### config.mk
export PLATFORM = sky130hd
export DESIGN_NAME = march_bist
export DESIGN_NICKNAME = d
export VERILOG_FILES = /design/src/rtl/march_pkg.sv /design/src/rtl/march_table.sv /design/src/rtl/march_seq.sv /design/src/rtl/march_cmp.sv /design/src/rtl/march_bist.sv
export SDC_FILE = /design/constraint.sdc
export NUM_CORES = 1
export LEC_CHECK = 0
export BUFFER_PORTS_ARGS = -buffer_cell sky130_fd_sc_hd__clkbuf_2
export CAP_MARGIN = 20
export CORE_MARGIN = 2
export CORE_UTILIZATION = 58
export DETAILED_ROUTE_END_ITERATION = 10
export PLACE_DENSITY = 0.84
export SETUP_SLACK_MARGIN = 0.4
export SLEW_MARGIN = 10
export SYNTH_ARGS = -nofsm -noshare
export SYNTH_HDL_FRONTEND = slang
export SYNTH_HIERARCHICAL = 1
export SYNTH_SLANG_ARGS = --single-unit
### constraint.sdc
create_clock -name clk -period 4.1 [get_ports clk]
set_input_delay 1.23 -clock clk [delete_from_list [all_inputs] [get_ports clk]]
set_output_delay 1.23 -clock clk [all_outputs]
set_load 0.005 [all_outputs]
### src/rtl/march_pkg.sv
package march_pkg;

   localparam int ELEM_W = 3;
   localparam int ALG_W  = 3;

   typedef struct packed {
      logic wr;
      logic val;
   } mop_t;

   typedef struct packed {
      logic       down;
      logic [1:0] len;
      mop_t [2:0] ops;
   } melem_t;

   typedef enum logic [ALG_W-1:0] {
      ALG_MATS     = 3'd0,
      ALG_MATS_P   = 3'd1,
      ALG_MATS_PP  = 3'd2,
      ALG_MARCH_X  = 3'd3,
      ALG_MARCH_CM = 3'd4
   } alg_e;

   localparam mop_t OP_R0 = 2'b00;
   localparam mop_t OP_R1 = 2'b01;
   localparam mop_t OP_W0 = 2'b10;
   localparam mop_t OP_W1 = 2'b11;

   function automatic melem_t mk_elem(input logic down, input logic [1:0] len,
                                      input mop_t a, input mop_t b, input mop_t c);
      melem_t r;
      r.down   = down;
      r.len    = len;
      r.ops[0] = a;
      r.ops[1] = b;
      r.ops[2] = c;
      return r;
   endfunction

   function automatic alg_e alg_decode(input logic [ALG_W-1:0] code);
      return (code > 3'd4) ? ALG_MATS_P : alg_e'(code);
   endfunction

   function automatic logic [ELEM_W-1:0] alg_num_elems(input alg_e a);
      case (a)
         ALG_MARCH_X:  return 3'd4;
         ALG_MARCH_CM: return 3'd6;
         default:      return 3'd3;
      endcase
   endfunction

   function automatic melem_t alg_elem(input alg_e a, input logic [ELEM_W-1:0] e);
      melem_t r;
      r = mk_elem(1'b0, 2'd1, OP_W0, OP_W0, OP_W0);
      if (e == 3'd1)
         r = mk_elem(1'b0, 2'd2, OP_R0, OP_W1, OP_W1);
      case (a)
         ALG_MATS: begin
            if (e == 3'd2) r = mk_elem(1'b0, 2'd1, OP_R1, OP_R1, OP_R1);
         end
         ALG_MATS_P: begin
            if (e == 3'd2) r = mk_elem(1'b1, 2'd2, OP_R1, OP_W0, OP_W0);
         end
         ALG_MATS_PP: begin
            if (e == 3'd2) r = mk_elem(1'b1, 2'd3, OP_R1, OP_W0, OP_R0);
         end
         ALG_MARCH_X: begin
            if (e == 3'd2) r = mk_elem(1'b1, 2'd2, OP_R1, OP_W0, OP_W0);
            if (e == 3'd3) r = mk_elem(1'b0, 2'd1, OP_R0, OP_R0, OP_R0);
         end
         ALG_MARCH_CM: begin
            case (e)
               3'd2:    r = mk_elem(1'b0, 2'd2, OP_R1, OP_W0, OP_W0);
               3'd3:    r = mk_elem(1'b1, 2'd2, OP_R0, OP_W1, OP_W1);
               3'd4:    r = mk_elem(1'b1, 2'd2, OP_R1, OP_W0, OP_W0);
               3'd5:    r = mk_elem(1'b0, 2'd1, OP_R0, OP_R0, OP_R0);
               default: ;
            endcase
         end
         default: ;
      endcase
      return r;
   endfunction

endpackage

### src/rtl/march_table.sv
module march_table
   import march_pkg::*;
(
   input  alg_e              alg,
   input  logic [ELEM_W-1:0] idx,
   output melem_t            elem,
   output logic [ELEM_W-1:0] n_elems
);

   assign elem    = alg_elem(alg, idx);
   assign n_elems = alg_num_elems(alg);

endmodule

### src/rtl/march_seq.sv
module march_seq
   import march_pkg::*;
#(
   parameter int N_CELLS  = 1024,
   parameter int ADDR_W   = $clog2(N_CELLS),
   parameter int READ_LAT = 1
) (
   input  logic              clk,
   input  logic              rst_n,
   input  logic              start,
   input  logic [ALG_W-1:0]  alg_code,
   output logic              busy,
   output logic              done,
   output logic              clr,
   output logic              op_valid,
   output mop_t              op,
   output logic [ADDR_W-1:0] op_addr,
   output logic [ELEM_W-1:0] op_elem
);

   localparam logic [ADDR_W-1:0] LAST_ADDR = ADDR_W'(N_CELLS - 1);
   localparam int                CNT_W     = (READ_LAT > 1) ? $clog2(READ_LAT) : 1;

   typedef enum logic [1:0] {S_IDLE, S_RUN, S_DRAIN, S_DONE} state_e;

   state_e            state_q;
   alg_e              alg_q;
   logic [ELEM_W-1:0] elem_q;
   logic [ADDR_W-1:0] addr_q;
   logic [1:0]        opi_q;
   logic [CNT_W-1:0]  drain_q;

   melem_t            cur;
   logic [ELEM_W-1:0] n_elems;
   logic              last_op, last_addr, last_elem;
   logic              first_down, next_down;

   march_table u_table (
      .alg     (alg_q),
      .idx     (elem_q),
      .elem    (cur),
      .n_elems (n_elems)
   );

   always_comb begin
      melem_t f, n;
      f          = alg_elem(alg_decode(alg_code), '0);
      n          = alg_elem(alg_q, elem_q + 3'd1);
      first_down = f.down;
      next_down  = n.down;
   end

   assign last_op   = (opi_q == cur.len - 2'd1);
   assign last_addr = cur.down ? (addr_q == '0) : (addr_q == LAST_ADDR);
   assign last_elem = (elem_q == n_elems - 3'd1);
   assign clr       = start && ((state_q == S_IDLE) || (state_q == S_DONE));

   always_ff @(posedge clk or negedge rst_n) begin
      if (!rst_n) begin
         state_q <= S_IDLE;
         alg_q   <= ALG_MATS;
         elem_q  <= '0;
         addr_q  <= '0;
         opi_q   <= '0;
         drain_q <= '0;
      end else begin
         case (state_q)
            S_IDLE, S_DONE: begin
               if (clr) begin
                  alg_q   <= alg_decode(alg_code);
                  elem_q  <= '0;
                  opi_q   <= '0;
                  addr_q  <= first_down ? LAST_ADDR : '0;
                  state_q <= S_RUN;
               end
            end
            S_RUN: begin
               if (!last_op) begin
                  opi_q <= opi_q + 2'd1;
               end else begin
                  opi_q <= '0;
                  if (!last_addr) begin
                     addr_q <= cur.down ? (addr_q - 1'b1) : (addr_q + 1'b1);
                  end else if (last_elem) begin
                     state_q <= S_DRAIN;
                     drain_q <= CNT_W'(READ_LAT - 1);
                  end else begin
                     elem_q <= elem_q + 3'd1;
                     addr_q <= next_down ? LAST_ADDR : '0;
                  end
               end
            end
            S_DRAIN: begin
               if (drain_q == '0) state_q <= S_DONE;
               else               drain_q <= drain_q - 1'b1;
            end
            default: state_q <= S_IDLE;
         endcase
      end
   end

   assign busy     = (state_q == S_RUN) || (state_q == S_DRAIN);
   assign done     = (state_q == S_DONE);
   assign op_valid = (state_q == S_RUN);
   assign op       = cur.ops[opi_q];
   assign op_addr  = addr_q;
   assign op_elem  = elem_q;

endmodule

### src/rtl/march_cmp.sv
module march_cmp
   import march_pkg::*;
#(
   parameter int ADDR_W   = 10,
   parameter int READ_LAT = 1
) (
   input  logic              clk,
   input  logic              rst_n,
   input  logic              clr,
   input  logic              rd_issue,
   input  logic              exp_val,
   input  logic [ADDR_W-1:0] rd_addr,
   input  logic [ELEM_W-1:0] rd_elem,
   input  logic              mem_rdata,
   output logic              fail,
   output logic [ADDR_W-1:0] fail_addr,
   output logic [ELEM_W-1:0] fail_elem
);

   localparam int PW = 2 + ADDR_W + ELEM_W;

   logic [PW-1:0]     stage_in;
   logic [PW-1:0]     tail;
   logic              t_vld, t_exp, mism;
   logic [ADDR_W-1:0] t_addr;
   logic [ELEM_W-1:0] t_elem;

   assign stage_in = {rd_issue, exp_val, rd_addr, rd_elem};

   generate
      if (READ_LAT == 1) begin : g_lat1
         logic [PW-1:0] q;
         always_ff @(posedge clk or negedge rst_n) begin
            if (!rst_n) q <= '0;
            else        q <= stage_in;
         end
         assign tail = q;
      end else begin : g_latn
         logic [PW-1:0] q [1:READ_LAT];
         always_ff @(posedge clk or negedge rst_n) begin
            if (!rst_n) begin
               for (int s = 1; s <= READ_LAT; s++) q[s] <= '0;
            end else begin
               q[1] <= stage_in;
               for (int s = 2; s <= READ_LAT; s++) q[s] <= q[s-1];
            end
         end
         assign tail = q[READ_LAT];
      end
   endgenerate

   assign {t_vld, t_exp, t_addr, t_elem} = tail;
   assign mism = t_vld && (mem_rdata != t_exp);

   always_ff @(posedge clk or negedge rst_n) begin
      if (!rst_n) begin
         fail      <= 1'b0;
         fail_addr <= '0;
         fail_elem <= '0;
      end else if (clr) begin
         fail      <= 1'b0;
         fail_addr <= '0;
         fail_elem <= '0;
      end else if (mism && !fail) begin
         fail      <= 1'b1;
         fail_addr <= t_addr;
         fail_elem <= t_elem;
      end
   end

endmodule

### src/rtl/march_bist.sv
module march_bist
   import march_pkg::*;
#(
   parameter int N_CELLS  = 1024,
   parameter int ADDR_W   = $clog2(N_CELLS),
   parameter int READ_LAT = 1
) (
   input  logic              clk,
   input  logic              rst_n,
   input  logic              start,
   input  logic [2:0]        algo_sel,
   output logic [ADDR_W-1:0] mem_addr,
   output logic              mem_we,
   output logic              mem_re,
   output logic              mem_wdata,
   input  logic              mem_rdata,
   output logic              busy,
   output logic              done,
   output logic              pass,
   output logic              fail,
   output logic [ADDR_W-1:0] fail_addr,
   output logic [2:0]        fail_elem
);

   generate
      if (N_CELLS < 2) begin : g_bad_cells
         initial $fatal(1, "march_bist: N_CELLS must be at least 2");
      end
      if ((1 << ADDR_W) < N_CELLS) begin : g_bad_addr
         initial $fatal(1, "march_bist: ADDR_W too narrow for N_CELLS");
      end
      if (READ_LAT < 1 || READ_LAT > 8) begin : g_bad_lat
         initial $fatal(1, "march_bist: READ_LAT must be 1..8");
      end
   endgenerate

   logic              clr, op_valid;
   mop_t              op;
   logic [ADDR_W-1:0] op_addr;
   logic [ELEM_W-1:0] op_elem;

   march_seq #(
      .N_CELLS  (N_CELLS),
      .ADDR_W   (ADDR_W),
      .READ_LAT (READ_LAT)
   ) u_seq (
      .clk      (clk),
      .rst_n    (rst_n),
      .start    (start),
      .alg_code (algo_sel),
      .busy     (busy),
      .done     (done),
      .clr      (clr),
      .op_valid (op_valid),
      .op       (op),
      .op_addr  (op_addr),
      .op_elem  (op_elem)
   );

   assign mem_addr  = op_addr;
   assign mem_we    = op_valid && op.wr;
   assign mem_re    = op_valid && !op.wr;
   assign mem_wdata = op_valid && op.val;

   march_cmp #(
      .ADDR_W   (ADDR_W),
      .READ_LAT (READ_LAT)
   ) u_cmp (
      .clk       (clk),
      .rst_n     (rst_n),
      .clr       (clr),
      .rd_issue  (mem_re),
      .exp_val   (op.val),
      .rd_addr   (op_addr),
      .rd_elem   (op_elem),
      .mem_rdata (mem_rdata),
      .fail      (fail),
      .fail_addr (fail_addr),
      .fail_elem (fail_elem)
   );

   assign pass = done && !fail;

endmodule

==> results of run 1 <==
## through the flow
stage	std cells	power, mW	hold slack [ps]	cell area (µm²)	worst slack, ps
3_5_place_dp	394	0.512	454	3190	572
5_1_grt	402	0.839	477	3290	467
6_report	402	0.808	471	3290	682
2_1_floorplan	299	0.496	442	3010	1150
3_3_place_gp	394	0.511	444	3190	736
4_1_cts	402	0.815	466	3280	452
## registers in the layout (all words and copies together) (netlist names)
name,count
u_cmp/g_lat1.q,15
u_cmp/fail_addr,10
u_seq/op_addr,10
u_cmp/fail_elem,3
u_seq/alg_q,3
u_seq/op_elem,3
u_seq/opi_q,2
u_seq/state_q,2
u_cmp/fail,1
## per-layer routing
metal,GRT usage [%],wire [µm],vias up
met5,0,0,-
met1,33.1,3030,1201
met4,6.18,68,0
li1,-,-,1166
met3,3.91,341,6
met2,37.6,3200,81
## cell type report
cell class | count | share of cell area, %
clock buffers | 5 | 2.09
clock inverters | 3 | 0.875
inverters | 23 | 2.62
multi-input cells | 214 | 48.5
flip-flops and latches | 49 | 37.4
well taps | 70 | 2.66
repair buffers | 38 | 5.93
## kinds of logic after synthesis
kind of cell / after synthesis
flip-flops: 49
AO/OA/AOI/OAI: 90
adder cells (fa/ha/maj): 18
buffers and inverters: 36
AND/OR/NAND/NOR: 88
multiplexers: 6
XOR/XNOR: 12
## path summary, 6_finish.rpt
| path | depth (start not counted) | endpoint | slack (ps) | from |
|---|---|---|---|---|
| min | 1 | u_cmp/fail_addr[1] | 470 | u_cmp/g_lat1.q[4] |
| min reg2reg | 1 | u_cmp/fail_addr[1] | 470 | u_cmp/g_lat1.q[4] |
| min in group asynchronous | 1 | u_seq/op_addr[3] | 1040 | rst_n |
| max in group asynchronous | 2 | u_cmp/g_lat1.q[13] | 2330 | rst_n |
| max reg2reg | 10 | u_seq/op_addr[7] | 740 | u_seq/op_elem[2] |
| max | 7 | mem_wdata | 680 | u_seq/op_elem[0] |
## report_power, final
group          total, mW  internal (mW)  switching [mW]
sequential         0.484          0.483        0.000674
combinational     0.0172        0.00447          0.0128
clock              0.307          0.128           0.179
total              0.808          0.616           0.193
## placed cells by master (no fill, tap or decap), types with 3 or more instances in the layout
| cell | instances |
|---|---|
| ha_1 | 17 |
| clkbuf_8 | 5 |
| nor2_1 | 9 |
| o22ai_1 | 3 |
| a21o_1 | 4 |
| xor2_1 | 4 |
| nor4_1 | 4 |
| inv_1 | 23 |
| o21ai_0 | 17 |
| nor3_1 | 5 |
| dfrtp_1 | 47 |
| nor3b_1 | 3 |
| nand3b_1 | 3 |
| nand3_1 | 7 |
| nor2b_1 | 6 |
| mux2i_1 | 6 |
| clkbuf_2 | 36 |
| a21oi_1 | 14 |
| nand4_1 | 5 |
| a211oi_1 | 3 |
| o211ai_1 | 3 |
| and2_1 | 3 |
| a22o_1 | 24 |
| nand2_1 | 23 |
| xnor2_1 | 8 |
| nand2b_1 | 3 |
## repair_timing
item	in CTS	in global routing
setup endpoints to repair	0	8
resized for setup	0	3
buffers inserted	0	0
==> impl_results.html, run 1 <==
<table>
<tr><th>Metric</th><th>Value</th></tr>
<tr><th colspan="2">Timing</th></tr>
<tr><td>Total negative setup slack</td><td>0 ps</td></tr>
<tr><td>Slew headroom</td><td>37.0%</td></tr>
<tr><td>Maximum clock frequency</td><td>between 200 and 300 MHz</td></tr>
<tr><td>Number of max-slew violations in the final report</td><td>0</td></tr>
<tr><td>Final worst clock skew</td><td>7.09 ps</td></tr>
<tr><td>Clock period minus final worst setup slack</td><td>3420 ps</td></tr>
<tr><td>Setup repair after global routing missed its margin</td><td>false</td></tr>
<tr><td>Final setup vio count</td><td>0</td></tr>
<tr><td>Worst slew pin tran</td><td>945 ps</td></tr>
<tr><td>Crit share post-route</td><td>between 80% and 90%</td></tr>
<tr><td>Final Hold Viols</td><td>0</td></tr>
<tr><th colspan="2">Critical path</th></tr>
<tr><td>Req. time, crit path</td><td>about 2900 ps</td></tr>
<tr><td>Cell Chain, Critical Path</td><td>inv_1 -&gt; or3_4 -&gt; o41ai_2 -&gt; mux2i_1 -&gt; o21ai_0 -&gt; and2_1 -&gt; clkbuf_2</td></tr>
<tr><td>Critical path data arrival time</td><td>~2200 ps</td></tr>
<tr><td>Max stage delay on crit path</td><td>a little under 600 ps</td></tr>
<tr><td>Crit start category</td><td>flip-flop</td></tr>
<tr><td>Largest driver fanout on the critical path</td><td>18</td></tr>
<tr><td>Count of buffer and inverter cells on the critical path</td><td>2</td></tr>
<tr><td>Critical path type</td><td>reg2out</td></tr>
<tr><td>Sort of element at the end of the critical path</td><td>output pin</td></tr>
<tr><td>Largest delay share family, worst path</td><td>flip-flops</td></tr>
<tr><td>Cell with the largest stage delay on the worst path</td><td>dfrtp_2</td></tr>
<tr><th colspan="2">Synthesis</th></tr>
<tr><td>Share of the synthesized area in compound gates (AO/OA/AOI/OAI)</td><td>between 20% and 30%</td></tr>
<tr><td>Fraction of synthesized area in multiplexers</td><td>2.00%</td></tr>
<tr><td>Post-synthesis async set-or-reset flop share</td><td>between 90% and 100%</td></tr>
<tr><td>Share of the synthesized area in the top cell type</td><td>around two fifths</td></tr>
<tr><td>Most common flop cell mapped by yosys</td><td>dfrtp_1</td></tr>
<tr><td>Share of synthesized cell area in full adder, half adder and majority cells</td><td>under 10%</td></tr>
<tr><td>Count of unique library cells instantiated by Yosys</td><td>62</td></tr>
<tr><td>Cell taking the most area after synthesis</td><td>dfrtp_1</td></tr>
<tr><td>Most common cell in the synthesized netlist</td><td>dfrtp_1</td></tr>
<tr><td>Dominant combinational cell family by area after synthesis</td><td>compound AO/OA/AOI/OAI gates</td></tr>
<tr><td>Synthesized-area fraction occupied by and/or/nand/nor cells</td><td>roughly 17%</td></tr>
<tr><td>Mapped Nets</td><td>around 320</td></tr>
<tr><td>Register bit total from synthesis</td><td>a little under 50</td></tr>
<tr><td>Gate count after technology mapping</td><td>~300</td></tr>
<tr><td>Post-synthesis xor/xnor area fraction</td><td>~3.5%</td></tr>
<tr><td>Average footprint of a synthesized cell</td><td>between 10 and 15 µm²</td></tr>
<tr><td>Sequential fraction of the synthesis area</td><td>40.8%</td></tr>
<tr><td>Synth warn</td><td>6</td></tr>
<tr><td>Most numerous cell types in the synthesized netlist</td><td>49 x dfrtp_1, 24 x a22o_1, 23 x inv_1, 23 x nand2_1</td></tr>
<tr><td>Largest cells by area after synthesis</td><td>dfrtp_1 41%, ha_1 7.1%, a22o_1 7.0%, inv_1 2.9%, nand2_1 2.9%</td></tr>
<tr><td>Synthesized cell area</td><td>roughly 3000 µm²</td></tr>
<tr><td>Count of flip-flops with a built-in enable after synthesis</td><td>0</td></tr>
<tr><th colspan="2">Layout</th></tr>
<tr><td>Share of cells above drive strength 1</td><td>about a fifth</td></tr>
<tr><td>Area used by multi-input combinational logic</td><td>about 1600 µm²</td></tr>
<tr><td>Post-route core utilization</td><td>between 60% and 70%</td></tr>
<tr><td># fillers</td><td>between 400 and 500</td></tr>
<tr><td>Register area</td><td>1230 µm²</td></tr>
<tr><td>Count of inserted antenna diode cells</td><td>0</td></tr>
<tr><td>Post-synthesis to final-layout area growth</td><td>9.40%</td></tr>
<tr><td>Net count of the finished layout</td><td>356</td></tr>
<tr><th colspan="2">GRT</th></tr>
<tr><td>Final global-route overflow total</td><td>0</td></tr>
<tr><td>Initial antenna violation count</td><td>0</td></tr>
<tr><td>Global-route wire length before repair</td><td>~11 mm</td></tr>
<tr><td>Number of global-route vias before repair</td><td>~2,300</td></tr>
<tr><td>GRT Resource Usage Total</td><td>between 20% and 30%</td></tr>
<tr><td>Pin count of the biggest net entering global routing</td><td>39</td></tr>
<tr><th colspan="2">Floorplan</th></tr>
<tr><td>Chip width</td><td>between 70 and 80 µm</td></tr>
<tr><td>Initial cell density of the core</td><td>approximately three fifths</td></tr>
<tr><td>Placement row count</td><td>26</td></tr>
<tr><td>Placeable core region</td><td>between 5000 and 6000 µm²</td></tr>
<tr><td>Total die area</td><td>roughly 5800 µm²</td></tr>
<tr><td>Die extent in y</td><td>between 70 and 80 µm</td></tr>
<tr><td>Number of top-level design ports</td><td>37</td></tr>
<tr><th colspan="2">CTS</th></tr>
<tr><td>TritonCTS Buffers</td><td>5</td></tr>
<tr><td>Count of clock tree sinks</td><td>approximately 50</td></tr>
<tr><td>Number of H-tree levels</td><td>2</td></tr>
<tr><td>CTS tree</td><td>yes</td></tr>
<tr><td>Source-to-sink clock delay at the later pin of the worst-skew pair</td><td>310 ps</td></tr>
<tr><td>CTS Buffer Depth</td><td>2</td></tr>
<tr><td>Clock root buffer</td><td>clkbuf_8</td></tr>
<tr><td>Clock transition at the registers of the reported paths</td><td>~100 ps</td></tr>
<tr><td>Number of buffers inserted for hold repair after clock tree synthesis</td><td>0</td></tr>
<tr><th colspan="2">Power</th></tr>
<tr><td>Leakage power figure</td><td>around 1.6 nW</td></tr>
<tr><td>Peak supply drop</td><td>about 130 µV</td></tr>
<tr><td>Pwr per Cell Area</td><td>246 nW/µm²</td></tr>
<tr><th colspan="2">Routing</th></tr>
<tr><td>WL/cell</td><td>between 15 and 20 µm</td></tr>
<tr><td>DRT iter0 DRCs</td><td>around 230</td></tr>
<tr><td>Final antenna-violating net count</td><td>0</td></tr>
<tr><td>Routed WL</td><td>6.64 mm</td></tr>
<tr><td>Vias</td><td>2,454</td></tr>
<tr><td>DRC violations left</td><td>0</td></tr>
<tr><td>Number of iterations in the first detailed-routing pass</td><td>4</td></tr>
<tr><td>Post-DR vias/cell</td><td>approximately 6.1</td></tr>
<tr><th colspan="2">Outcome</th></tr>
<tr><td>Result of the run</td><td>complete, no violations</td></tr>
<tr><th colspan="2">Placement</th></tr>
<tr><td>Post-DP HPWL</td><td>between 4 and 5 mm</td></tr>
<tr><td>Final weighted congestion in routability-driven placement</td><td>slightly below 0.9</td></tr>
<tr><td>Count of input and output buffers</td><td>36</td></tr>
<tr><th colspan="2">Hold path</th></tr>
<tr><td>Worst min-delay path category</td><td>reg2reg</td></tr>
<tr><th colspan="2">Flow run</th></tr>
<tr><td>Max_cap viols</td><td>0</td></tr>
</table>
No activity file was read; power rests on OpenSTA's default activity.
==> run 2: changes to the inputs <==
- ABC_AREA: unset -> 1
- CORE_UTILIZATION: 58 -> 59
- clock period: 4.1 -> 3.31 ns (I/O delays scaled with it)
==> impl_results.html, run 2 <==
<table>
<tr><th>Metric</th><th>Value</th></tr>
<tr><th colspan="2">Timing</th></tr>
<tr><td>Slew headroom</td><td>59.5% (was 37.0%)</td></tr>
<tr><td>Crit share post-route</td><td>slightly below 90%</td></tr>
<tr><td>Total negative setup slack</td><td>0 ps (unchanged)</td></tr>
<tr><td>Final worst clock skew</td><td>10.7 ps (was 7.09 ps)</td></tr>
<tr><td>Setup repair after global routing missed its margin</td><td>true (was false)</td></tr>
<tr><td>Final Hold Viols</td><td>0 (unchanged)</td></tr>
<tr><td>Final setup vio count</td><td>0 (unchanged)</td></tr>
<tr><td>Clock period minus final worst setup slack</td><td>about 2900 ps</td></tr>
<tr><td>Number of max-slew violations in the final report</td><td>0 (unchanged)</td></tr>
<tr><td>Maximum clock frequency</td><td>approximately 340 MHz</td></tr>
<tr><td>Worst slew pin tran</td><td>608 ps (was 945 ps)</td></tr>
<tr><th colspan="2">Routing</th></tr>
<tr><td>Vias</td><td>3,209 (was 2,454)</td></tr>
<tr><td>WL/cell</td><td>14.2 µm (was 16.5 µm)</td></tr>
<tr><td>Final antenna-violating net count</td><td>0 (unchanged)</td></tr>
<tr><td>DRC violations left</td><td>0 (unchanged)</td></tr>
<tr><td>Number of iterations in the first detailed-routing pass</td><td>5 (was 4)</td></tr>
<tr><td>Post-DR vias/cell</td><td>5.58 (was 6.10)</td></tr>
<tr><td>Routed WL</td><td>8.18 mm (was 6.64 mm)</td></tr>
<tr><td>DRT iter0 DRCs</td><td>234 (was 225)</td></tr>
<tr><th colspan="2">Synthesis</th></tr>
<tr><td>Share of synthesized cell area in full adder, half adder and majority cells</td><td>7.01% (was 7.74%)</td></tr>
<tr><td>Sequential fraction of the synthesis area</td><td>36.9% (was 40.8%)</td></tr>
<tr><td>Register bit total from synthesis</td><td>49 (unchanged)</td></tr>
<tr><td>Post-synthesis xor/xnor area fraction</td><td>0.527% (was 3.50%)</td></tr>
<tr><td>Synthesized-area fraction occupied by and/or/nand/nor cells</td><td>38.8% (was 17.1%)</td></tr>
<tr><td>Gate count after technology mapping</td><td>447 (was 299)</td></tr>
<tr><td>Count of flip-flops with a built-in enable after synthesis</td><td>0 (unchanged)</td></tr>
<tr><td>Most common cell in the synthesized netlist</td><td>nand2_1 (was dfrtp_1)</td></tr>
<tr><td>Dominant combinational cell family by area after synthesis</td><td>simple AND/OR/NAND/NOR gates (was compound AO/OA/AOI/OAI gates)</td></tr>
<tr><td>Post-synthesis async set-or-reset flop share</td><td>100% (unchanged)</td></tr>
<tr><td>Synth warn</td><td>6 (unchanged)</td></tr>
<tr><td>Count of unique library cells instantiated by Yosys</td><td>33 (was 62)</td></tr>
<tr><td>Most numerous cell types in the synthesized netlist</td><td>127 x nand2_1, 55 x inv_1, 50 x nand3_1 (was 49 x dfrtp_1, 24 x a22o_1, 23 x inv_1, 23 x nand2_1)</td></tr>
<tr><td>Share of the synthesized area in compound gates (AO/OA/AOI/OAI)</td><td>6.52% (was 22.5%)</td></tr>
<tr><td>Average footprint of a synthesized cell</td><td>7.43 µm² (was 10.1 µm²)</td></tr>
<tr><td>Synthesized cell area</td><td>3320 µm² (was 3010 µm²)</td></tr>
<tr><td>Fraction of synthesized area in multiplexers</td><td>0% (was 2.00%)</td></tr>
<tr><td>Mapped Nets</td><td>472 (was 324)</td></tr>
<tr><td>Cell taking the most area after synthesis</td><td>dfrtp_1 (unchanged)</td></tr>
<tr><td>Largest cells by area after synthesis</td><td>dfrtp_1 37%, nand2_1 14%, nand3_1 7.5%, ha_1 6.4%, inv_1 6.2% (was dfrtp_1 41%, ha_1 7.1%, a22o_1 7.0%, inv_1 2.9%, nand2_1 2.9%)</td></tr>
<tr><td>Most common flop cell mapped by yosys</td><td>dfrtp_1 (unchanged)</td></tr>
<tr><td>Share of the synthesized area in the top cell type</td><td>36.9% (was 40.8%)</td></tr>
<tr><th colspan="2">Placement</th></tr>
<tr><td>Placed insts</td><td>550 (was 394)</td></tr>
<tr><td>Post-DP HPWL</td><td>5.50 mm (was 4.83 mm)</td></tr>
<tr><td>Count of input and output buffers</td><td>36 (unchanged)</td></tr>
<tr><td>Final weighted congestion in routability-driven placement</td><td>0.939 (was 0.877)</td></tr>
<tr><th colspan="2">Floorplan</th></tr>
<tr><td>Total die area</td><td>6250 µm² (was 5780 µm²)</td></tr>
<tr><td>Chip width</td><td>79.0 µm (was 76 µm)</td></tr>
<tr><td>Initial cell density of the core</td><td>60.7% (was 59.6%)</td></tr>
<tr><td>Placement row count</td><td>27 (was 26)</td></tr>
<tr><td>Die extent in y</td><td>79.0 µm (was 76 µm)</td></tr>
<tr><td>Placeable core region</td><td>5470 µm² (was 5040 µm²)</td></tr>
<tr><td>Number of top-level design ports</td><td>37 (unchanged)</td></tr>
<tr><th colspan="2">CTS</th></tr>
<tr><td>TritonCTS Buffers</td><td>5 (unchanged)</td></tr>
<tr><td>Clock transition at the registers of the reported paths</td><td>110 ps (was 100 ps)</td></tr>
<tr><td>Clock root buffer</td><td>clkbuf_8 (unchanged)</td></tr>
<tr><td>Source-to-sink clock delay at the later pin of the worst-skew pair</td><td>310 ps (about the same)</td></tr>
<tr><td>Number of buffers inserted for hold repair after clock tree synthesis</td><td>0 (unchanged)</td></tr>
<tr><td>Count of clock tree sinks</td><td>49 (unchanged)</td></tr>
<tr><td>CTS tree</td><td>yes (unchanged)</td></tr>
<tr><td>Number of H-tree levels</td><td>2 (unchanged)</td></tr>
<tr><td>CTS Buffer Depth</td><td>2 (unchanged)</td></tr>
<tr><th colspan="2">Critical path</th></tr>
<tr><td>Critical path data arrival time</td><td>1910 ps (was 2190 ps)</td></tr>
<tr><td>Largest driver fanout on the critical path</td><td>5 (was 18)</td></tr>
<tr><td>Crit start category</td><td>flip-flop (unchanged)</td></tr>
<tr><td>Register-to-register setup slack</td><td>640 ps (was 740 ps)</td></tr>
<tr><td>Req. time, crit path</td><td>2320 ps (was 2870 ps)</td></tr>
<tr><td>Sort of element at the end of the critical path</td><td>output pin (unchanged)</td></tr>
<tr><td>Critical path type</td><td>reg2out (unchanged)</td></tr>
<tr><th colspan="2">GRT</th></tr>
<tr><td>GRT Resource Usage Total</td><td>24.9% (was 23.3%)</td></tr>
<tr><td>Pin count of the biggest net entering global routing</td><td>50 (was 39)</td></tr>
<tr><td>Initial antenna violation count</td><td>0 (unchanged)</td></tr>
<tr><td>Number of global-route vias before repair</td><td>2,773 (was 2,275)</td></tr>
<tr><td>Final global-route overflow total</td><td>0 (unchanged)</td></tr>
<tr><td>Global-route wire length before repair</td><td>12.4 mm (was 10.9 mm)</td></tr>
<tr><th colspan="2">Layout</th></tr>
<tr><td>Count of inserted antenna diode cells</td><td>0 (unchanged)</td></tr>
<tr><td>Leading cell type in the layout, fill and taps excluded</td><td>nand2_1 (was dfrtp_1)</td></tr>
<tr><td>Number of flip-flops under the largest register name</td><td>15 (unchanged)</td></tr>
<tr><td>Net count of the finished layout</td><td>527 (was 356)</td></tr>
<tr><td>Commonest cells after routing, fill and taps aside</td><td>125 x nand2_1, 54 x inv_1, 49 x nand3_1 (was 47 x dfrtp_1, 36 x clkbuf_2, 24 x a22o_1)</td></tr>
<tr><td>Final cell count without fillers</td><td>575 (was 402)</td></tr>
<tr><td>Post-synthesis to final-layout area growth</td><td>16.2% (was 9.40%)</td></tr>
<tr><td># fillers</td><td>435 (was 410)</td></tr>
<tr><td>Share of cells above drive strength 1</td><td>26.0% (was 19.3%)</td></tr>
<tr><td>Most flops, register</td><td>u_cmp/g_lat1.q (unchanged)</td></tr>
<tr><td>Area used by multi-input combinational logic</td><td>1830 µm² (was 1590 µm²)</td></tr>
<tr><td>Post-route core utilization</td><td>70.5% (was 65.2%)</td></tr>
<tr><td>Register area</td><td>1230 µm² (about the same)</td></tr>
<tr><th colspan="2">Hold path</th></tr>
<tr><td>Worst min-delay path category</td><td>reg2reg (unchanged)</td></tr>
<tr><th colspan="2">Power</th></tr>
<tr><td>Sum of internal, switching and leakage power</td><td>3.47 mW (was 0.808 mW)</td></tr>
<tr><td>Share of power burned in registers</td><td>28.0% (was 59.9%)</td></tr>
<tr><td>Net load switching power</td><td>1.78 mW (was 0.193 mW)</td></tr>
<tr><td>Fraction of power spent switching nets</td><td>51.5% (was 23.8%)</td></tr>
<tr><td>Combinational share of power</td><td>61.0% (was 2.1%)</td></tr>
<tr><td>Leakage power figure</td><td>2.11 nW (was 1.63 nW)</td></tr>
<tr><td>Internal portion of total power</td><td>1.68 mW (was 0.616 mW)</td></tr>
<tr><td>Pwr per Cell Area</td><td>899 nW/µm² (was 246 nW/µm²)</td></tr>
<tr><td>Clock network fraction of total power</td><td>11.0% (was 38.0%)</td></tr>
<tr><td>Peak supply drop</td><td>393 µV (was 127 µV)</td></tr>
<tr><th colspan="2">Outcome</th></tr>
<tr><td>Result of the run</td><td>complete, no violations (unchanged)</td></tr>
<tr><th colspan="2">Flow run</th></tr>
<tr><td>Max_cap viols</td><td>0 (unchanged)</td></tr>
</table>
run 2: changes by cell type after synthesis, sizes merged, moves of 5 or more:
cell	previous run	this run
nand2	23	136
nand3	7	64
inv	23	70
nor2	10	38
a22o	24	0
nand4	5	18
xnor2	8	1
mux2i	6	0
nor2b	6	0
and2	5	0
run 2: path summary, 6_finish.rpt:
check,end,depth (start not counted),from
setup / recovery,mem_wdata,10,u_seq/alg_q[1]
hold / removal,u_cmp/g_lat1.q[9],0,u_seq/op_addr[6]
setup reg to reg,u_seq/op_addr[9],15,u_seq/alg_q[0]
hold reg to reg,u_cmp/g_lat1.q[9],0,u_seq/op_addr[6]
max in group asynchronous,u_seq/alg_q[2],2,rst_n
min in group asynchronous,u_seq/op_addr[3],2,rst_n
run 2: cells by family (layout without fill, tap and decap cells):
| logic type | Yosys count | count (layout) |
|---|---|---|
| simple gates | 262 | 263 |
| buf+inv | 79 | 134 |
| flops | 49 | 49 |
| compound gates | 37 | 37 |
| fa+ha+maj | 18 | 18 |
| xor+xnor | 2 | 2 |
run 2: through the flow:
| step | hold WS [ps] | worst slack, ps | instance area, µm² |
|---|---|---|---|
| 5_1_grt | 518 | 287 | 3860 |
| 3_5_place_dp | 459 | 437 | 3550 |
| 2_1_floorplan | 433 | 587 | 3320 |
| 4_1_cts | 485 | 404 | 3700 |
| 3_3_place_gp | 468 | 566 | 3550 |
| 6_report | 496 | 407 | 3860 |
run 2: power groups by stage:
stage | Clock (mW) | Combinational (mW) | Sequential [mW]
floorplan | 0 | 1.42 | 0.950
global placement | 0 | 1.79 | 0.964
detailed placement | 0 | 1.83 | 0.975
CTS | 0.388 | 1.89 | 0.968
global route | 0.420 | 2.33 | 0.997
finish | 0.382 | 2.12 | 0.971
run 2: area by class of cell:
cell class / count / share of cell area [%]
clock buffers: 5 / 1.78
flip-flops and latches: 49 / 31.9
multi-input cells: 320 / 47.4
well taps: 72 / 2.33
repair buffers: 56 / 8.75
clock inverters: 3 / 0.746
inverters: 70 / 7.07
run 2: what timing repair did:
item	4_1_cts	5_1_grt
cloned	0	1
buffers inserted	4	12
setup endpoints to repair	4	13
pin swaps	4	6
resized for setup	13	16
run 2: layer usage:
metal | track usage [%] | vias up | routed length (µm)
met1 | 32.7 | 1497 | 3530
met5 | 0 | - | 0
met2 | 42.1 | 143 | 3930
li1 | - | 1552 | -
met3 | 4.55 | 17 | 574
met4 | 7.24 | 0 | 144
run 2: worst max-delay path: stages (launching register included):
cell and delay, ps:
dfrtp_2 450, inv_2 110, nand2_4 90, inv_2 110, nor2_4 50, a211oi_2 240
o21ai_0 140, o21ai_2 160, nand2_1 80, inv_1 70, clkbuf_2 100
==> run 3: changes to the inputs <==
- ABC_AREA: 1 -> unset
- CORE_UTILIZATION: 59 -> 58
==> impl_results.html, run 3 (synthesis gave the netlist of run 1 again) <==
<table>
<tr><th>Metric</th><th>Value</th></tr>
<tr><th colspan="2">Outcome</th></tr>
<tr><td>Result of the run</td><td>complete, no violations (unchanged)</td></tr>
<tr><th colspan="2">Timing</th></tr>
<tr><td>Final Hold Viols</td><td>0 (unchanged)</td></tr>
<tr><td>Number of max-slew violations in the final report</td><td>0 (unchanged)</td></tr>
<tr><td>Maximum clock frequency</td><td>331 MHz (was 344 MHz)</td></tr>
<tr><td>Clock period minus final worst setup slack</td><td>3020 ps (was 2900 ps)</td></tr>
<tr><td>Final setup vio count</td><td>0 (unchanged)</td></tr>
<tr><td>PnR worst setup slack</td><td>291 ps (was 407 ps)</td></tr>
<tr><td>Worst slew pin tran</td><td>624 ps (was 608 ps)</td></tr>
<tr><td>Final worst clock skew</td><td>11.7 ps (was 10.7 ps)</td></tr>
<tr><td>Slew headroom</td><td>58.3% (was 59.5%)</td></tr>
<tr><td>Total negative setup slack</td><td>0 ps (unchanged)</td></tr>
<tr><td>Crit share post-route</td><td>91.2% (was 87.7%)</td></tr>
<tr><td>Setup repair after global routing missed its margin</td><td>true (unchanged)</td></tr>
<tr><th colspan="2">Floorplan</th></tr>
<tr><td>Die extent in y</td><td>76 µm (was 79.0 µm)</td></tr>
<tr><td>Number of top-level design ports</td><td>37 (unchanged)</td></tr>
<tr><td>Placement row count</td><td>26 (was 27)</td></tr>
<tr><td>Chip width</td><td>76 µm (was 79.0 µm)</td></tr>
<tr><td>Initial cell density of the core</td><td>59.6% (was 60.7%)</td></tr>
<tr><td>Placeable core region</td><td>5040 µm² (was 5470 µm²)</td></tr>
<tr><td>Total die area</td><td>5780 µm² (was 6250 µm²)</td></tr>
<tr><th colspan="2">Critical path</th></tr>
<tr><td>Critical path data arrival time</td><td>2030 ps (was 1910 ps)</td></tr>
<tr><td>Crit start category</td><td>flip-flop (unchanged)</td></tr>
<tr><td>Largest driver fanout on the critical path</td><td>6 (was 5)</td></tr>
<tr><td>Sort of element at the end of the critical path</td><td>output pin (unchanged)</td></tr>
<tr><td>Req. time, crit path</td><td>2320 ps (about the same)</td></tr>
<tr><td>Critical path type</td><td>reg2out (unchanged)</td></tr>
<tr><th colspan="2">CTS</th></tr>
<tr><td>Source-to-sink clock delay at the later pin of the worst-skew pair</td><td>310 ps (about the same)</td></tr>
<tr><td>TritonCTS Buffers</td><td>5 (unchanged)</td></tr>
<tr><td>Clock root buffer</td><td>clkbuf_8 (unchanged)</td></tr>
<tr><td>CTS Buffer Depth</td><td>2 (unchanged)</td></tr>
<tr><td>Clock transition at the registers of the reported paths</td><td>100 ps (was 110 ps)</td></tr>
<tr><td>CTS tree</td><td>yes (unchanged)</td></tr>
<tr><td>Count of clock tree sinks</td><td>49 (unchanged)</td></tr>
<tr><td>Number of H-tree levels</td><td>2 (unchanged)</td></tr>
<tr><th colspan="2">Layout</th></tr>
<tr><td>Net count of the finished layout</td><td>384 (was 527)</td></tr>
<tr><td>Most flops, register</td><td>u_cmp/g_lat1.q (unchanged)</td></tr>
<tr><td>Register area</td><td>1230 µm² (about the same)</td></tr>
<tr><td>Commonest cells after routing, fill and taps aside</td><td>46 x dfrtp_1, 36 x clkbuf_2, 24 x a22o_1 (was 125 x nand2_1, 54 x inv_1, 49 x nand3_1)</td></tr>
<tr><td># fillers</td><td>324 (was 435)</td></tr>
<tr><td>Number of flip-flops under the largest register name</td><td>15 (unchanged)</td></tr>
<tr><td>Post-synthesis to final-layout area growth</td><td>20.3% (was 16.2%)</td></tr>
<tr><td>Area used by multi-input combinational logic</td><td>1670 µm² (was 1830 µm²)</td></tr>
<tr><td>Count of inserted antenna diode cells</td><td>0 (unchanged)</td></tr>
<tr><td>Share of cells above drive strength 1</td><td>29.4% (was 26.0%)</td></tr>
<tr><td>Leading cell type in the layout, fill and taps excluded</td><td>dfrtp_1 (was nand2_1)</td></tr>
<tr><th colspan="2">GRT</th></tr>
<tr><td>Global-route wire length before repair</td><td>12.0 mm (was 12.4 mm)</td></tr>
<tr><td>Number of global-route vias before repair</td><td>2,419 (was 2,773)</td></tr>
<tr><td>Initial antenna violation count</td><td>0 (unchanged)</td></tr>
<tr><td>GRT Resource Usage Total</td><td>25.5% (was 24.9%)</td></tr>
<tr><td>Pin count of the biggest net entering global routing</td><td>20 (was 50)</td></tr>
<tr><td>Final global-route overflow total</td><td>0 (unchanged)</td></tr>
<tr><th colspan="2">Power</th></tr>
<tr><td>Internal portion of total power</td><td>0.758 mW (was 1.68 mW)</td></tr>
<tr><td>Pwr per Cell Area</td><td>272 nW/µm² (was 899 nW/µm²)</td></tr>
<tr><td>Sum of internal, switching and leakage power</td><td>0.985 mW (was 3.47 mW)</td></tr>
<tr><td>Net load switching power</td><td>0.227 mW (was 1.78 mW)</td></tr>
<tr><td>Peak supply drop</td><td>211 µV (was 393 µV)</td></tr>
<tr><td>Combinational share of power</td><td>2.3% (was 61.0%)</td></tr>
<tr><td>Share of power burned in registers</td><td>60.9% (was 28.0%)</td></tr>
<tr><td>Fraction of power spent switching nets</td><td>23.1% (was 51.5%)</td></tr>
<tr><td>Leakage power figure</td><td>1.83 nW (was 2.11 nW)</td></tr>
<tr><td>Clock network fraction of total power</td><td>36.9% (was 11.0%)</td></tr>
<tr><th colspan="2">Routing</th></tr>
<tr><td>WL/cell</td><td>17.6 µm (was 14.2 µm)</td></tr>
<tr><td>Final antenna-violating net count</td><td>0 (unchanged)</td></tr>
<tr><td>DRC violations left</td><td>0 (unchanged)</td></tr>
<tr><td>Vias</td><td>2,664 (was 3,209)</td></tr>
<tr><td>Number of iterations in the first detailed-routing pass</td><td>7 (was 5)</td></tr>
<tr><td>Routed WL</td><td>7.55 mm (was 8.18 mm)</td></tr>
<tr><td>Post-DR vias/cell</td><td>6.20 (was 5.58)</td></tr>
<tr><td>DRT iter0 DRCs</td><td>289 (was 234)</td></tr>
<tr><th colspan="2">Flow run</th></tr>
<tr><td>Max_cap viols</td><td>0 (unchanged)</td></tr>
<tr><th colspan="2">Placement</th></tr>
<tr><td>Worst Setup Slack post-DPL</td><td>265 ps (was 437 ps)</td></tr>
<tr><td>Final weighted congestion in routability-driven placement</td><td>0.845 (was 0.939)</td></tr>
<tr><td>Post-DP HPWL</td><td>4.75 mm (was 5.50 mm)</td></tr>
<tr><td>Count of input and output buffers</td><td>36 (unchanged)</td></tr>
<tr><th colspan="2">Hold path</th></tr>
<tr><td>Worst min-delay path category</td><td>reg2reg (unchanged)</td></tr>
</table>
## run 3: path summary, 6_finish.rpt
path / end / startpoint / cells past startpoint / slack, ps
max reg2reg: u_seq/op_addr[9] / u_seq/alg_q[2] / 11 / 290
max in group asynchronous: u_seq/op_elem[2] / rst_n / 2 / 2060
max: mem_re / u_seq/op_elem[0] / 9 / 290
min reg2reg: u_cmp/fail_addr[2] / u_cmp/g_lat1.q[5] / 1 / 470
min: u_cmp/fail_addr[2] / u_cmp/g_lat1.q[5] / 1 / 470
min in group asynchronous: u_cmp/fail_addr[3] / rst_n / 1 / 620
## run 3: timing repair
item                       4_1_cts  5_1_grt
gates resized for setup         14       20
setup endpoints to repair        7       15
pin swaps                        2        7
hold buffers                     0        0
setup buffers                   19        2
## run 3: metal layers
metal / GRT usage [%] / vias up / wire length, µm
li1: - / 1217 / -
met1: 35.6 / 1295 / 3250
met2: 42.1 / 129 / 3600
met3: 4.27 / 23 / 509
met4: 5.64 / 0 / 199
met5: 0 / - / 0
## run 3: area by class of cell
class                      instances  area share (%)
multi-input combinational        214            46.3
timing repair buffer              66            12.3
clock inverter                     3           0.692
clock buffer                       5            1.90
sequential                        49            34.0
inverter                          23            2.39
tap                               70            2.42
## run 3: through the flow
| step | utilization [%] | instances | area [µm²] | hold WS, ps |
|---|---|---|---|---|
| floorplan | - | 299 | 3010 | 442 |
| global placement | 64.3 | 401 | 3240 | 445 |
| detailed placement | 64.3 | 401 | 3240 | 452 |
| CTS | 69.6 | 428 | 3510 | 469 |
| global route | 71.7 | 430 | 3620 | 483 |
| finish | 71.7 | 430 | 3620 | 472 |
## run 3: power groups by stage
stage	clock, mW	sequential (mW)	combinational, mW
final	0.363	0.599	0.0226
after global routing	0.398	0.600	0.0261
after CTS	0.368	0.599	0.0235
after detailed placement	0	0.611	0.0233
after global placement	0	0.611	0.0226
after floorplan	0	0.611	0.00337
## run 3: worst max-delay path, stage by stage (launching register included)
cell	delay (ps)
dfrtp_2	430
buf_6	130
buf_6	120
nand4b_1	160
o31ai_1	120
a21oi_1	210
nand2_1	90
o21ai_1	110
and2b_2	240
clkbuf_2	110
